===== src/rtl/adc_wake_pkg.sv =====
package adc_wake_pkg;

  typedef enum logic [2:0] {
    S_IDLE  = 3'd0,
    S_PWRUP = 3'd1,
    S_CONV0 = 3'd2,
    S_CONV1 = 3'd3,
    S_EVAL  = 3'd4,
    S_SLEEP = 3'd5,
    S_WAKE  = 3'd6
  } seq_state_e;

endpackage


===== src/rtl/adc_window_match.sv =====
module adc_window_match #(
  parameter int SW = 10
) (
  input  logic [SW-1:0] sample_i,
  input  logic [SW-1:0] lo_i,
  input  logic [SW-1:0] hi_i,
  input  logic          inwin_i,
  output logic          match_o
);

  logic above_lo;
  logic below_hi;

  always_comb begin
    above_lo = (sample_i >= lo_i);
    below_hi = (sample_i <= hi_i);
    match_o  = inwin_i & above_lo & below_hi;
  end

endmodule


===== src/rtl/adc_round_seq.sv =====
module adc_round_seq
  import adc_wake_pkg::*;
#(
  parameter int SW        = 10,
  parameter int TMR_W     = 16,
  parameter int PWRUP_CYC = 2
) (
  input  logic             clk_i,
  input  logic             rst_ni,
  input  logic             enable_i,
  input  logic [TMR_W-1:0] sleep_cycles_i,
  input  logic             adc_valid_i,
  input  logic [SW-1:0]    adc_sample_i,
  input  logic             next_np_i,
  input  logic             fire_i,
  output logic             adc_pd_o,
  output logic             adc_chsel_o,
  output logic             round_done_o,
  output logic [SW-1:0]    samp0_o,
  output logic [SW-1:0]    samp1_o
);

  localparam logic [TMR_W:0] PWRUP_LIM = (TMR_W+1)'(PWRUP_CYC);

  seq_state_e       state_q, state_d;
  logic [TMR_W-1:0] tmr_q, tmr_d;
  logic [TMR_W:0]   tmr_inc;
  logic [SW-1:0]    s0_q, s1_q;
  logic             s0_en, s1_en;
  logic             pwrup_done, sleep_done;

  assign tmr_inc    = {1'b0, tmr_q} + 1'b1;
  assign pwrup_done = (tmr_inc >= PWRUP_LIM);
  assign sleep_done = (tmr_inc >= {1'b0, sleep_cycles_i});

  always_comb begin
    state_d = state_q;
    tmr_d   = tmr_q;
    s0_en   = 1'b0;
    s1_en   = 1'b0;
    if (!enable_i) begin
      state_d = S_IDLE;
      tmr_d   = '0;
    end else begin
      unique case (state_q)
        S_IDLE: begin
          state_d = S_PWRUP;
          tmr_d   = '0;
        end
        S_PWRUP: begin
          if (pwrup_done) begin
            state_d = S_CONV0;
            tmr_d   = '0;
          end else begin
            tmr_d = tmr_inc[TMR_W-1:0];
          end
        end
        S_CONV0: begin
          if (adc_valid_i) begin
            s0_en   = 1'b1;
            state_d = S_CONV1;
          end
        end
        S_CONV1: begin
          if (adc_valid_i) begin
            s1_en   = 1'b1;
            state_d = S_EVAL;
          end
        end
        S_EVAL: begin
          tmr_d = '0;
          if (fire_i)         state_d = S_WAKE;
          else if (next_np_i) state_d = S_CONV0;
          else                state_d = S_SLEEP;
        end
        S_SLEEP: begin
          if (sleep_done) begin
            state_d = S_PWRUP;
            tmr_d   = '0;
          end else begin
            tmr_d = tmr_inc[TMR_W-1:0];
          end
        end
        S_WAKE:  state_d = S_WAKE;
        default: state_d = S_IDLE;
      endcase
    end
  end

  always_ff @(posedge clk_i or negedge rst_ni) begin
    if (!rst_ni) begin
      state_q <= S_IDLE;
      tmr_q   <= '0;
    end else begin
      state_q <= state_d;
      tmr_q   <= tmr_d;
    end
  end

  always_ff @(posedge clk_i or negedge rst_ni) begin
    if (!rst_ni) begin
      s0_q <= '0;
    end else if (s0_en) begin
      s0_q <= adc_sample_i;
    end
  end

  always_ff @(posedge clk_i or negedge rst_ni) begin
    if (!rst_ni) begin
      s1_q <= '0;
    end else if (s1_en) begin
      s1_q <= adc_sample_i;
    end
  end

  assign adc_pd_o     = (state_q == S_IDLE) || (state_q == S_SLEEP) || (state_q == S_WAKE);
  assign adc_chsel_o  = (state_q == S_CONV1);
  assign round_done_o = (state_q == S_EVAL);
  assign samp0_o      = s0_q;
  assign samp1_o      = s1_q;

  // a conversion phase is only entered after the settling window
  generate
    if (PWRUP_CYC >= 2) begin : g_pwrup_chk
      p_pwrup_settle_r3 : assert property (@(posedge clk_i) disable iff (!rst_ni)
        (state_q == S_CONV0 && $past(state_q) == S_PWRUP) |-> $past(state_q, 2) == S_PWRUP);
    end
  endgenerate

  // channel 1 is selected only directly after a channel 0 sample was taken
  p_sel_order_r2 : assert property (@(posedge clk_i) disable iff (!rst_ni)
    $rose(adc_chsel_o) |-> $past(adc_valid_i) && !$past(adc_chsel_o));

  // powerdown is lifted only when the controller is enabled
  p_pd_fall_enabled_r3 : assert property (@(posedge clk_i) disable iff (!rst_ni)
    $fell(adc_pd_o) |-> $past(enable_i));

endmodule


===== src/rtl/adc_wake_debounce.sv =====
module adc_wake_debounce #(
  parameter int SW    = 10,
  parameter int CNT_W = 8
) (
  input  logic             clk_i,
  input  logic             rst_ni,
  input  logic             enable_i,
  input  logic [CNT_W-1:0] lp_thr_i,
  input  logic [CNT_W-1:0] np_thr_i,
  input  logic             round_done_i,
  input  logic             round_hit_i,
  input  logic [SW-1:0]    samp0_i,
  input  logic [SW-1:0]    samp1_i,
  output logic             next_np_o,
  output logic             fire_o,
  output logic             np_mode_o,
  output logic             wakeup_o,
  output logic [SW-1:0]    trig0_o,
  output logic [SW-1:0]    trig1_o
);

  logic [CNT_W-1:0] cnt_q, cnt_d;
  logic [CNT_W:0]   cnt_inc;
  logic             np_q, np_d;
  logic             wake_q, wake_d;
  logic             upd_en;
  logic             hit_evt;
  logic             lp_reach, np_reach;
  logic             to_np, fire, next_np;
  logic [SW-1:0]    trig0_q, trig1_q;

  always_comb begin
    cnt_inc  = {1'b0, cnt_q} + 1'b1;
    hit_evt  = round_done_i & round_hit_i;
    lp_reach = (cnt_inc >= {1'b0, lp_thr_i});
    np_reach = (cnt_inc >= {1'b0, np_thr_i});
    to_np    = hit_evt & ~np_q & lp_reach;
    fire     = hit_evt & np_q & np_reach;
    next_np  = to_np | (hit_evt & np_q & ~np_reach);
  end

  always_comb begin
    upd_en = ~enable_i | round_done_i;
    cnt_d  = cnt_q;
    np_d   = np_q;
    wake_d = wake_q;
    if (!enable_i) begin
      cnt_d  = '0;
      np_d   = 1'b0;
      wake_d = 1'b0;
    end else if (round_done_i) begin
      if (round_hit_i) begin
        cnt_d  = (to_np | fire) ? '0 : cnt_inc[CNT_W-1:0];
        np_d   = next_np;
        wake_d = wake_q | fire;
      end else begin
        cnt_d = '0;
        np_d  = 1'b0;
      end
    end
  end

  always_ff @(posedge clk_i or negedge rst_ni) begin
    if (!rst_ni) begin
      cnt_q  <= '0;
      np_q   <= 1'b0;
      wake_q <= 1'b0;
    end else if (upd_en) begin
      cnt_q  <= cnt_d;
      np_q   <= np_d;
      wake_q <= wake_d;
    end
  end

  always_ff @(posedge clk_i or negedge rst_ni) begin
    if (!rst_ni) begin
      trig0_q <= '0;
      trig1_q <= '0;
    end else if (fire) begin
      trig0_q <= samp0_i;
      trig1_q <= samp1_i;
    end
  end

  assign next_np_o = next_np;
  assign fire_o    = fire;
  assign np_mode_o = np_q;
  assign wakeup_o  = wake_q;
  assign trig0_o   = trig0_q;
  assign trig1_o   = trig1_q;

  // the request is held while enabled
  p_wake_hold_r8 : assert property (@(posedge clk_i) disable iff (!rst_ni)
    (wake_q && enable_i) |=> wake_q);

  // disabling clears the request
  p_wake_clear_r8 : assert property (@(posedge clk_i) disable iff (!rst_ni)
    !enable_i |=> !wake_q);

  // latched samples do not move while the request is held
  p_trig_stable_r7 : assert property (@(posedge clk_i) disable iff (!rst_ni)
    (wake_q && enable_i) |=> ($stable(trig0_q) && $stable(trig1_q)));

  // the hit count never reaches the threshold of its own stage
  p_cnt_bound_r6 : assert property (@(posedge clk_i) disable iff (!rst_ni)
    (enable_i && !np_q && lp_thr_i != '0 && $stable(lp_thr_i)) |-> (cnt_q < lp_thr_i));

endmodule


===== src/rtl/adc_wake_ctrl.sv =====
module adc_wake_ctrl #(
  parameter int SW        = 10,
  parameter int CNT_W     = 8,
  parameter int TMR_W     = 16,
  parameter int PWRUP_CYC = 2
) (
  input  logic             clk_aon_i,
  input  logic             rst_aon_ni,
  input  logic             enable_i,
  input  logic [SW-1:0]    ch0_lo_i,
  input  logic [SW-1:0]    ch0_hi_i,
  input  logic             ch0_inwin_i,
  input  logic [SW-1:0]    ch1_lo_i,
  input  logic [SW-1:0]    ch1_hi_i,
  input  logic             ch1_inwin_i,
  input  logic [CNT_W-1:0] lp_rounds_i,
  input  logic [CNT_W-1:0] np_rounds_i,
  input  logic [TMR_W-1:0] sleep_cycles_i,
  output logic             adc_pd_o,
  output logic             adc_chsel_o,
  input  logic             adc_valid_i,
  input  logic [SW-1:0]    adc_sample_i,
  output logic             wakeup_o,
  output logic [SW-1:0]    trig_ch0_o,
  output logic [SW-1:0]    trig_ch1_o
);

  localparam int NUM_CH = 2;

  logic [1:0]    rst_sync_q;
  logic          rst_n;
  logic          round_done;
  logic          round_hit;
  logic          next_np;
  logic          fire;
  logic          np_mode;
  logic [SW-1:0] samp0, samp1;

  logic [SW-1:0]     samp_a  [NUM_CH];
  logic [SW-1:0]     lo_a    [NUM_CH];
  logic [SW-1:0]     hi_a    [NUM_CH];
  logic [NUM_CH-1:0] inwin_a;
  logic [NUM_CH-1:0] match_a;

  // asynchronous assertion, synchronous release
  always_ff @(posedge clk_aon_i or negedge rst_aon_ni) begin
    if (!rst_aon_ni) begin
      rst_sync_q <= 2'b00;
    end else begin
      rst_sync_q <= {rst_sync_q[0], 1'b1};
    end
  end
  assign rst_n = rst_sync_q[1];

  assign samp_a[0] = samp0;
  assign samp_a[1] = samp1;
  assign lo_a[0]   = ch0_lo_i;
  assign lo_a[1]   = ch1_lo_i;
  assign hi_a[0]   = ch0_hi_i;
  assign hi_a[1]   = ch1_hi_i;
  assign inwin_a   = {ch1_inwin_i, ch0_inwin_i};

  generate
    for (genvar c = 0; c < NUM_CH; c++) begin : g_ch
      adc_window_match #(.SW(SW)) u_match (
        .sample_i (samp_a[c]),
        .lo_i     (lo_a[c]),
        .hi_i     (hi_a[c]),
        .inwin_i  (inwin_a[c]),
        .match_o  (match_a[c])
      );
    end
  endgenerate

  assign round_hit = &match_a;

  adc_round_seq #(
    .SW        (SW),
    .TMR_W     (TMR_W),
    .PWRUP_CYC (PWRUP_CYC)
  ) u_seq (
    .clk_i          (clk_aon_i),
    .rst_ni         (rst_n),
    .enable_i       (enable_i),
    .sleep_cycles_i (sleep_cycles_i),
    .adc_valid_i    (adc_valid_i),
    .adc_sample_i   (adc_sample_i),
    .next_np_i      (next_np),
    .fire_i         (fire),
    .adc_pd_o       (adc_pd_o),
    .adc_chsel_o    (adc_chsel_o),
    .round_done_o   (round_done),
    .samp0_o        (samp0),
    .samp1_o        (samp1)
  );

  adc_wake_debounce #(
    .SW    (SW),
    .CNT_W (CNT_W)
  ) u_deb (
    .clk_i        (clk_aon_i),
    .rst_ni       (rst_n),
    .enable_i     (enable_i),
    .lp_thr_i     (lp_rounds_i),
    .np_thr_i     (np_rounds_i),
    .round_done_i (round_done),
    .round_hit_i  (round_hit),
    .samp0_i      (samp0),
    .samp1_i      (samp1),
    .next_np_o    (next_np),
    .fire_o       (fire),
    .np_mode_o    (np_mode),
    .wakeup_o     (wakeup_o),
    .trig0_o      (trig_ch0_o),
    .trig1_o      (trig_ch1_o)
  );

  // a request only appears right after a hitting round was evaluated
  p_wake_after_hit_r5 : assert property (@(posedge clk_aon_i) disable iff (!rst_n)
    $rose(wakeup_o) |-> ($past(round_done) && $past(round_hit)));

  // in continuous mode the converter stays powered
  p_np_no_pd_r4 : assert property (@(posedge clk_aon_i) disable iff (!rst_n)
    (np_mode && enable_i) |-> !adc_pd_o);

  // a held request keeps the converter in powerdown
  p_wake_pd_r8 : assert property (@(posedge clk_aon_i) disable iff (!rst_n)
    wakeup_o |-> adc_pd_o);

endmodule


===== config.mk =====
export PLATFORM = sky130hd
export DESIGN_NAME = adc_wake_ctrl
export DESIGN_NICKNAME = d
export VERILOG_FILES = /design/src/rtl/adc_wake_pkg.sv /design/src/rtl/adc_window_match.sv /design/src/rtl/adc_round_seq.sv /design/src/rtl/adc_wake_debounce.sv /design/src/rtl/adc_wake_ctrl.sv
export SDC_FILE = /design/constraint.sdc
export NUM_CORES = 1
export LEC_CHECK = 0
export BUFFER_PORTS_ARGS = -buffer_cell sky130_fd_sc_hd__buf_2
export CAP_MARGIN = 20
export CORE_MARGIN = 2
export CORE_UTILIZATION = 56
export DETAILED_ROUTE_END_ITERATION = 16
export HOLD_SLACK_MARGIN = 0.15
export PLACE_DENSITY = 0.78
export SLEW_MARGIN = 20
export SYNTH_ARGS = -nofsm -noshare
export SYNTH_HDL_FRONTEND = slang
export SYNTH_SLANG_ARGS = --single-unit

===== constraint.sdc =====
create_clock -name clk_aon_i -period 2.9 [get_ports clk_aon_i]
set_input_delay 0.58 -clock clk_aon_i [delete_from_list [all_inputs] [get_ports clk_aon_i]]
set_output_delay 0.58 -clock clk_aon_i [all_outputs]
set_load 0.02 [all_outputs]

==> flow_summary.yaml, run 1 <==
detailed_routing:
  num_vias: 4928
  drt_first_pass_iters: 5
  ant_nets: 0
  first_iter_violations: 231
  routed_wl_um: 14300
  viasPerCell: 5.72
  drt-wirelength-per-cell_um: 16.6
  drc_errors: 0
global_routing:
  track_usage: 0.277
  antenna_found_initial: 0
  grt_first_pass_wirelength_um: 22500
  grt_pass1_vias: 4889
  grt_max_degree: 70
  gr-total-overflow: 0
worst_setup_path:
  cp.required_ns: 3.18
  cp_data_arrival_time_ns: 3.12
  ff2ff_path_depth: 15
  path_class: "reg2reg"
  path_max_fanout: 7
  critPathLaunchType: "register"
  ff2ff_setup_slack_ns: 0.06
  rr_startpoint: "u_deb.cnt_q[3]"
  cp-end-kind: "register"
  critPathLaunch: "u_deb.cnt_q[3]"
yosys:
  synth.net_count: 720
  synthCells: 557
  yosysUniqueCellTypes: 61
  async_flop_share: 1.00
  ys.flop_type: "dfrtp_1"
  synth-seq-cells: 71
  synth-warning-count: 0
  syn-mean-instance-area_um2: 9.53
  post_synth_instance_area_um2: 5310
  synth_edf_count: 0
  synth_seq_area_share: 0.335
die:
  rows: 35
  die_h_um: 101
  pin_count: 111
  die_w_um: 101
  dieArea_um2: 10300
  initial_core_util: 0.575
  core_area_um2: 9240
sta:
  fin_tns_setup_ns: 0
  max_freq_mhz: 352
  report.final.slew_viol_count: 0
  maxSlewHeadroom: 0.417
  finalCritPeriodShare: 0.978
  finalClockSkew_ns: 0.0106
  final_hold_viol_count: 0
  layout_min_cycle_time_ns: 2.84
  setup_violations: 0
  rsz0062_at_grt: "yes"
  worst_pin_slew_ns: 0.874
placed_design:
  dpl.cell_count: 825
  placed_area_um2: 6300
  dpl.hpwl_um: 10400
  port_buffers: 110
  place_congestion: 0.904
power_and_ir_drop:
  irDropWorstVdd_v: 0.000492
  cellPowerDensity_nw_per_um2: 504
  power_uw: 3510
  p_leak_uw: 0.00381
layout:
  antennaDiodeCount: 0
  layout.nets: 890
  final_cell_area_um2: 6960
  final_util: 0.754
  instances_no_fill: 861
  drive_above_1_share: 0.391
  areaGrowthSynthToFinish_pct: 31.1
clock_tree:
  clock-root-buffer: "clkbuf_8"
  htreeDepth: 3
  cts.clk_slew.worst_paths_ns: 0.08
  cts_tree: "built"
  ctsLongestPathBuffers: 2
  clock_sinks: 71
  cts_buffers: 9
  clk_latency_ns: 0.36
worst_hold_path:
  min_from: "rst_sync_q[0]"
  hold_path_depth: 0
  hp-class: "reg2reg"
outcome:
  status: "finished clean"
flow_run:
  cap_viol_max_count: 0
what timing repair did:
item	4_1_cts	5_1_grt
resized for setup	15	48
hold endpoints to repair	2	0
pin swaps	5	35
endpoints found under the setup margin	46	46
buffers inserted	7	11
hold buffers	1	0
cloned	1	0
cell usage in the layout (no fill, tap or decap), types with 7 or more instances in the layout:
| cell type | n |
|---|---|
| buf_2 | 110 |
| inv_1 | 83 |
| ha_1 | 70 |
| dfrtp_1 | 67 |
| buf_4 | 58 |
| nand2_1 | 40 |
| mux2_2 | 38 |
| a21oi_1 | 21 |
| o21ai_0 | 18 |
| nor2_1 | 17 |
| nand4_1 | 11 |
| a32o_1 | 11 |
| clkbuf_8 | 10 |
| xnor2_1 | 9 |
| nand3_1 | 8 |
| a21o_1 | 8 |
| o211ai_1 | 7 |
report_power, final:
group | internal [uW] | total, uW | leakage, uW | switching, uW
registers | 1140 | 1330 | 0.000946 | 188
logic | 647 | 1360 | 0.00277 | 714
clock network | 425 | 824 | 0.0000993 | 399
total | 2210 | 3510 | 0.00381 | 1300
layout make-up:
cell class	count	area, um^2
Multi-Input combinational cell	385	3380
Fill cell	638	2280
Sequential cell	71	1780
Timing Repair Buffer	177	1120
Inverter	83	312
Tap cell	129	161
Clock buffer	10	138
Clock inverter	6	67.6
flip-flops by register name (all words and copies together), names as in the netlist:
register and flops:
u_deb.np_mode_o 1, rst_sync_q 2, u_seq.tmr_q 16, u_deb.cnt_q 8, u_deb.wakeup_o 1, u_deb.trig0_o 10
u_seq.state_q 3, u_seq.samp0_o 10, u_seq.samp1_o 10, u_deb.trig1_o 10
cell usage after synthesis (all sizes together), types with 3 or more instances:
library cell  number  area, um^2
a211o              6        52.6
a211oi             6        50.1
a21o               8        60.1
a21oi             24         120
a31oi              4        25.0
a32o              11         110
and2               3        18.8
and3               6        37.5
and4               7        62.6
buf               11        81.3
clkbuf             7        26.3
dfrtp             71        1780
ha                75         938
inv               83         312
mux2              38         428
nand2             42         158
nand2b             7        43.8
nand3             12        65.1
nand4             11        68.8
nor2              20        75.1
nor2b              4        25.0
nor3               7        35.0
nor3b              3        22.5
nor4               5        46.3
o211ai             8        73.8
o21ai             30         154
o311ai             3        26.3
xnor2             13         114
xor2               7        68.8
logic make-up (layout without fill, tap and decap cells):
family / Yosys count / after routing / synth area share
compound gates: 118 / 118 / 0.160
simple gates: 132 / 132 / 0.132
buf+inv: 101 / 276 / 0.0789
flops: 71 / 71 / 0.335
fa+ha+maj: 75 / 75 / 0.177
mux: 39 / 39 / 0.0825
xor+xnor: 20 / 20 / 0.0344
other cells: 1 / 1 / 0.000706
path summary, 6_finish.rpt:
path / endpoint
min in group asynchronous: u_seq.tmr_q[5]
setup reg to reg: u_deb.cnt_q[4]
hold reg to reg: rst_sync_q[1]
setup / recovery: u_deb.cnt_q[4]
max in group asynchronous: u_seq.tmr_q[0]
hold / removal: rst_sync_q[1]
routing by layer:
metal / vias up / track usage / share of wire
met1: 2391 / 0.333 / 0.40
met2: 182 / 0.489 / 0.52
met4: 0 / 0.0925 / 0.020
li1: 2327 / - / -
met3: 28 / 0.0669 / 0.061
met5: - / 0 / 0
through the flow:
stage / setup WS (ns) / hold slack (ns)
2_1_floorplan: -0.0212 / 0.284
3_3_place_gp: -0.0688 / 0.340
3_5_place_dp: -0.124 / 0.345
4_1_cts: 0.00424 / 0.363
5_1_grt: -0.0578 / 0.372
6_report: 0.0625 / 0.362
critical path: stages (launching register included):
cell and delay [ns]:
dfrtp_1 0.38, nand3_2 0.09, nor2_2 0.14, xor2_1 0.23, ha_1 0.28, a21o_1 0.19, a21o_1 0.17, a211o_1 0.26
a21oi_2 0.16, buf_4 0.13, buf_4 0.09, buf_4 0.09, nand2_1 0.07, a21oi_2 0.17, buf_6 0.15, a32o_1 0.17
No activity file was read; power rests on OpenSTA's default activity.
==> run 2, diff against run 1 <==
--- a/config.mk
+++ b/config.mk
@@ -5,6 +5,7 @@
 export SDC_FILE = /design/constraint.sdc
 export NUM_CORES = 1
 export LEC_CHECK = 0
+export ABC_CLOCK_PERIOD_IN_PS = 2650
 export BUFFER_PORTS_ARGS = -buffer_cell sky130_fd_sc_hd__buf_2
 export CAP_MARGIN = 20
 export CORE_MARGIN = 2
==> constraint.sdc (replaced) <==
create_clock -name clk_aon_i -period 2.65 [get_ports clk_aon_i]
set_input_delay 0.53 -clock clk_aon_i [delete_from_list [all_inputs] [get_ports clk_aon_i]]
set_output_delay 0.53 -clock clk_aon_i [all_outputs]
set_load 0.02 [all_outputs]
==> flow_summary.yaml, run 2 (same netlist as run 1, synthesis figures left out) <==
clock_tree:
  clock-root-buffer: "clkbuf_8"
  cts.clk_slew.worst_paths_ns: 0.08
  cts_buffers: 9
  clock_sinks: 71
  ctsLongestPathBuffers: 2
  htreeDepth: 3
  cts_tree: "built"
  clk_latency_ns: 0.36
outcome:
  failed_checks: "setup timing"
  status: "finished with violations"
worst_setup_path:
  crit_chain: "ha_4 > nand3_4 > nor2_4 > xor2_2 > ha_1 > a21o_1 > a211o_1 > a21oi_2 > nand2b_4 > or2_4 > buf_12 > mux2_4"
  worst_path_max_delay_cell: "dfrtp_2"
  ff2ff_path_depth: 12
  critPathLaunchType: "register"
  path_class: "reg2reg"
  cp.required_ns: 2.89
  critPathMaxStageDelay_ns: 0.45
  path_delay_family: "compound AO/OA/AOI/OAI gates"
  cp_data_arrival_time_ns: 3.08
  critPathBufInv: 1
  critical_path_depth: 12
  path_max_fanout: 8
  cp-end-kind: "register"
detailed_routing:
  ant_nets: 0
  first_iter_violations: 373
  routed_wl_um: 16100
  viasPerCell: 5.72
  drt_first_pass_iters: 6
  num_vias: 5154
  drc_errors: 0
  drt-wirelength-per-cell_um: 17.9
sta:
  rsz0062_at_grt: "yes"
  finalClockSkew_ns: 0.00989
  setup_violations: 49
  worst_pin_slew_ns: 0.809
  layout_min_cycle_time_ns: 2.85
  fin_ws_ns: -0.196
  maxSlewHeadroom: 0.460
  max_freq_mhz: 351
  report.final.slew_viol_count: 0
  final_hold_viol_count: 0
  finalCritPeriodShare: 1.07
placed_design:
  port_buffers: 110
  placed_area_um2: 6630
  dpl.hpwl_um: 10800
  place_congestion: 0.982
layout:
  mostFrequentLayoutCell: "buf_2"
  final_util: 0.815
  antennaDiodeCount: 0
  final_cell_area_um2: 7530
  largest_reg_flops: 16
  areaGrowthSynthToFinish_pct: 41.8
  largest-register: "u_seq.tmr_q"
  layout.nets: 930
  layout_common_cells: "buf_2 (110), buf_4 (92), inv_1 (83)"
  drive_above_1_share: 0.461
global_routing:
  track_usage: 0.308
  grt_max_degree: 37
  gr-total-overflow: 0
  grt_first_pass_wirelength_um: 24800
  grt_pass1_vias: 5328
  antenna_found_initial: 0
power_and_ir_drop:
  p_seq_frac: 0.380
  p_int_uw: 2350
  swShare: 0.389
  p_comb_frac: 0.418
  clockPowerShare: 0.202
  irDropWorstVdd_v: 0.000382
  cellPowerDensity_nw_per_um2: 510
  p_leak_uw: 0.00412
  p_switching_uw: 1490
die:
  die_h_um: 101
  dieArea_um2: 10300
  rows: 35
  core_area_um2: 9240
  initial_core_util: 0.575
  die_w_um: 101
  pin_count: 111
worst_hold_path:
  hp-class: "reg2reg"
  hold_path_depth: 0
flow_run:
  cap_viol_max_count: 0
-- run 2: cell count changes in the layout (fill, tap and decap cells not counted), moves of 5 or more --
cell / change
buf_4: +34
mux2_2: -18
mux2_4: +18
a21oi_1: -5
a21oi_2: +5
-- run 2: power groups by stage --
stage                     registers (uW)  logic (uW)  clock network [uW]
after floorplan                     1410         981                   0
after detailed placement            1470        1430                   0
after CTS                           1450        1510                 780
after global routing                1480        1780                 832
final                               1460        1610                 775
after global placement              1450        1340                   0
-- run 2: area by class of cell --
type	instances	area (um^2)
flip-flops and latches	71	1780
well taps	129	161
clock inverters	5	33.8
clock buffers	11	131
multi-input cells	387	3700
repair buffers	215	1410
inverters	83	312
fillers	501	1710
-- run 2: layer usage --
| metal | routed length, um | GRT usage |
|---|---|---|
| met5 | 0 | 0 |
| met4 | 374 | 0.0936 |
| met3 | 817 | 0.0621 |
| met2 | 8630 | 0.562 |
| met1 | 6320 | 0.363 |
-- run 2: timing repair --
item                                   CTS  global route
cloned                                   1             1
pin swaps                               53            38
hold buffers                             1             0
endpoints found under the hold margin    2             0
buffers inserted                        24            10
resized for setup                       50            43
setup endpoints to repair               49            49
-- run 2: worst register-to-register path, cell delays in order, from the launching register on --
cell and delay [ns]:
dfrtp_2 0.45, ha_4 0.18, nand3_4 0.07, nor2_4 0.05, xor2_2 0.18, ha_1 0.33
a21o_1 0.19, a211o_1 0.27, a21oi_2 0.20, nand2b_4 0.19, or2_4 0.17, buf_12 0.14
mux2_4 0.30
-- run 2: final timing paths --
path                                startpoint                to  slack (ns)
worst max-delay path            u_deb.cnt_q[1]  u_deb.trig0_o[1]       -0.20
worst min-delay path             rst_sync_q[0]     rst_sync_q[1]        0.36
worst max register to register  u_deb.cnt_q[1]  u_deb.trig0_o[1]       -0.20
worst min register to register   rst_sync_q[0]     rst_sync_q[1]        0.36
max in group asynchronous        rst_sync_q[1]  u_deb.trig0_o[2]        1.61
min in group asynchronous        rst_sync_q[1]  u_deb.trig1_o[4]        0.37
-- run 2: per-stage QoR --
step | setup WS, ns | instances | power, uW | hold WS [ns] | setup TNS [ns]
3_3_place_gp | -0.293 | 848 | 2790 | 0.315 | -9.15
4_1_cts | -0.0971 | 890 | 3740 | 0.364 | -2.28
6_report | -0.196 | 901 | 3840 | 0.360 | -4.71
5_1_grt | -0.309 | 901 | 4090 | 0.372 | -10.46
2_1_floorplan | -0.204 | 557 | 2390 | 0.234 | -3.64
3_5_place_dp | -0.487 | 848 | 2900 | 0.317 | -13.66
==> run 3, diff against run 2 <==
--- a/config.mk
+++ b/config.mk
@@ -5,14 +5,15 @@
 export SDC_FILE = /design/constraint.sdc
 export NUM_CORES = 1
 export LEC_CHECK = 0
+export ABC_AREA = 1
 export ABC_CLOCK_PERIOD_IN_PS = 2650
 export BUFFER_PORTS_ARGS = -buffer_cell sky130_fd_sc_hd__buf_2
 export CAP_MARGIN = 20
 export CORE_MARGIN = 2
-export CORE_UTILIZATION = 56
+export CORE_UTILIZATION = 57
 export DETAILED_ROUTE_END_ITERATION = 16
 export HOLD_SLACK_MARGIN = 0.15
-export PLACE_DENSITY = 0.78
+export PLACE_DENSITY = 0.79
 export SLEW_MARGIN = 20
 export SYNTH_ARGS = -nofsm -noshare
 export SYNTH_HDL_FRONTEND = slang
==> flow_summary.yaml, run 3 <==
outcome:
  status: "finished with violations"
  failed_checks: "setup timing"
yosys:
  synth-warning-count: 0
  async_flop_share: 1.00
  synth_commonest_cells: "inv_1 (167), nand2_1 (166), ha_1 (75), dfrtp_1 (71), nor2_1 (45)"
  synth-seq-cells: 71
  synthCells: 767
  syn-mean-instance-area_um2: 7.53
  ys.flop_type: "dfrtp_1"
  yosysUniqueCellTypes: 44
  yosysMostFrequentCell: "inv_1"
  yosys.area.top_type: "dfrtp_1"
  post_synth_instance_area_um2: 5770
  yosys-top-cells-area: "dfrtp_1 (31%), ha_1 (16%), inv_1 (11%)"
  synth_edf_count: 0
  synth_seq_area_share: 0.308
  yosys.area.top_type_share: 0.308
  synth.net_count: 930
global_routing:
  antenna_found_initial: 0
  grt_max_degree: 29
  track_usage: 0.286
  grt_first_pass_wirelength_um: 25400
  gr-total-overflow: 0
  grt_pass1_vias: 5782
sta:
  setup_violations: 47
  maxSlewHeadroom: 0.616
  fin_tns_setup_ns: -6.03
  final_hold_viol_count: 0
  report.final.slew_viol_count: 0
  layout_min_cycle_time_ns: 2.89
  finalCritPeriodShare: 1.09
  max_freq_mhz: 346
  finalClockSkew_ns: 0.0166
  fin_ws_ns: -0.239
  rsz0062_at_grt: "yes"
  worst_pin_slew_ns: 0.575
layout:
  largest_reg_flops: 16
  antennaDiodeCount: 0
  drive_above_1_share: 0.366
  largest-register: "u_seq.tmr_q"
  layout.nets: 1113
  areaGrowthSynthToFinish_pct: 36.0
  mostFrequentLayoutCell: "inv_1"
  final_cell_area_um2: 7850
  final_util: 0.799
  layout_common_cells: "inv_1 (161), nand2_1 (152), buf_2 (110)"
  fill_cells: 639
detailed_routing:
  drt-wirelength-per-cell_um: 16.0
  ant_nets: 0
  drt_first_pass_iters: 6
  first_iter_violations: 484
  drc_errors: 0
  viasPerCell: 5.49
  routed_wl_um: 17400
  num_vias: 5974
power_and_ir_drop:
  swShare: 0.411
  p_comb_frac: 0.381
  p_switching_uw: 1490
  clockPowerShare: 0.219
  irDropWorstVdd_v: 0.000338
  cellPowerDensity_nw_per_um2: 463
  p_seq_frac: 0.400
  p_leak_uw: 0.00459
  power_uw: 3640
  p_int_uw: 2140
placed_design:
  dpl.hpwl_um: 11500
  place_congestion: 0.878
  placed_area_um2: 6760
  pre_cts_ws_ns: -0.155
  port_buffers: 110
clock_tree:
  cts.clk_slew.worst_paths_ns: 0.09
  clock-root-buffer: "clkbuf_8"
  ctsLongestPathBuffers: 2
  cts_tree: "built"
  cts_buffers: 9
  clk_latency_ns: 0.36
  clock_sinks: 71
  htreeDepth: 3
worst_setup_path:
  ff2ff_path_depth: 16
  ff2ff_setup_slack_ns: -0.24
  worst_path_max_delay_cell: "dfrtp_1"
  path_class: "reg2reg"
  rr_startpoint: "u_seq.tmr_q[0]"
  timing.rr.end: "u_seq.state_q[1]"
  critPathMaxStageDelay_ns: 0.40
  critPathLaunchType: "register"
  cp.required_ns: 2.87
  cp-end-kind: "register"
  cp_data_arrival_time_ns: 3.11
  crit_chain: "ha_2 > nand2_4 > nor2_4 > nand2_2 > o21ai_0 > nand2_1 > inv_1 > ha_4 > a21oi_1 > o21ai_0 > nand4_1 > nand2_2 > nor2_4 > nand4_1 > nand3_2 > o21ai_1"
  path_max_fanout: 4
die:
  pin_count: 111
  die_h_um: 105
  dieArea_um2: 10900
  die_w_um: 105
  core_area_um2: 9820
  rows: 36
  initial_core_util: 0.588
flow_run:
  cap_viol_max_count: 0
worst_hold_path:
  hp-class: "reg2async"
==> run 3: cell types whose count changed after synthesis, moves of 11 or more <==
cell     change
a32o_1      -11
xnor2_1     -13
nand3_1     +33
nand2_1    +124
mux2_4      +15
nor2_2      +17
inv_1       +84
o21ai_0     +22
mux2_2      -35
nor2_1      +25
==> run 3: what timing repair did <==
action                     in CTS  in global routing
setup endpoints to repair      47                 49
hold endpoints to repair        2                  0
gates resized for setup        42                103
cloned                          2                  0
hold buffers                    1                  0
pin swaps                      25                 48
setup buffers                  16                 17
==> run 3: final cells by class <==
| class | instances | area (um^2) | share of cell area |
|---|---|---|---|
| Timing Repair Buffer | 182 | 1160 | 0.148 |
| Clock buffer | 9 | 124 | 0.0158 |
| Inverter | 169 | 636 | 0.0810 |
| Clock inverter | 7 | 48.8 | 0.00622 |
| Multi-Input combinational cell | 517 | 3930 | 0.501 |
| Tap cell | 133 | 166 | 0.0212 |
| Sequential cell | 71 | 1780 | 0.227 |
==> run 3: worst max-delay path by stage <==
stage / startpoint / to / slack (ns) / cells after the start
6_report: u_seq.tmr_q[0] / u_seq.state_q[1] / -0.24 / 16
5_1_grt: u_seq.tmr_q[0] / u_seq.state_q[1] / -0.35 / 14
4_1_cts: u_deb.cnt_q[0] / u_deb.trig0_o[7] / -0.13 / 14
3_5_place_dp: u_deb.cnt_q[0] / u_deb.trig1_o[7] / -0.15 / 14
3_3_place_gp: u_deb.cnt_q[0] / u_deb.trig0_o[4] / -0.04 / 14
2_1_floorplan: u_seq.tmr_q[0] / u_seq.tmr_q[0] / 0.003 / 19
==> run 3: power by group through the flow <==
| stage | clock network, uW | logic [uW] | registers, uW |
|---|---|---|---|
| 2_1_floorplan | 0 | 903 | 1400 |
| 3_3_place_gp | 0 | 1180 | 1460 |
| 3_5_place_dp | 0 | 1270 | 1470 |
| 4_1_cts | 794 | 1300 | 1450 |
| 5_1_grt | 856 | 1600 | 1470 |
| 6_report | 797 | 1390 | 1450 |
==> run 3: cell families (layout without fill, tap and decap cells) <==
group                    Yosys count  count (layout)  synth area share
XOR/XNOR                           7               7            0.0106
buffers and inverters            180             367             0.121
AO/OA/AOI/OAI                     92              92            0.0880
multiplexers                      18              18            0.0449
adder cells (fa/ha/maj)           75              75             0.163
flip-flops                        71              71             0.308
other                              1               1          0.000650
AND/OR/NAND/NOR                  323             324             0.264
==> run 3: metrics by stage <==
stage	instances	hold WS (ns)
final	1088	0.223
after global routing	1088	0.266
after CTS	1073	0.236
after detailed placement	1039	0.228
after global placement	1039	0.221
after floorplan	767	0.234
==> run 3: metal layers <==
metal / vias up / share of wire / GRT usage
li1: 2799 / - / -
met1: 2790 / 0.37 / 0.325
met2: 308 / 0.52 / 0.535
met3: 77 / 0.064 / 0.0512
met4: 0 / 0.044 / 0.0962
met5: - / 0 / 0
==> run 3: critical path, delay by kind of cell (launching register included) <==
kind | cells | cell delay (ns)
and+or+nand+nor | 9 | 1.26
AOI/OAI and AO/OA | 4 | 0.51
adders and majority gates | 2 | 0.45
DFF | 1 | 0.40
buffers and inverters | 1 | 0.12
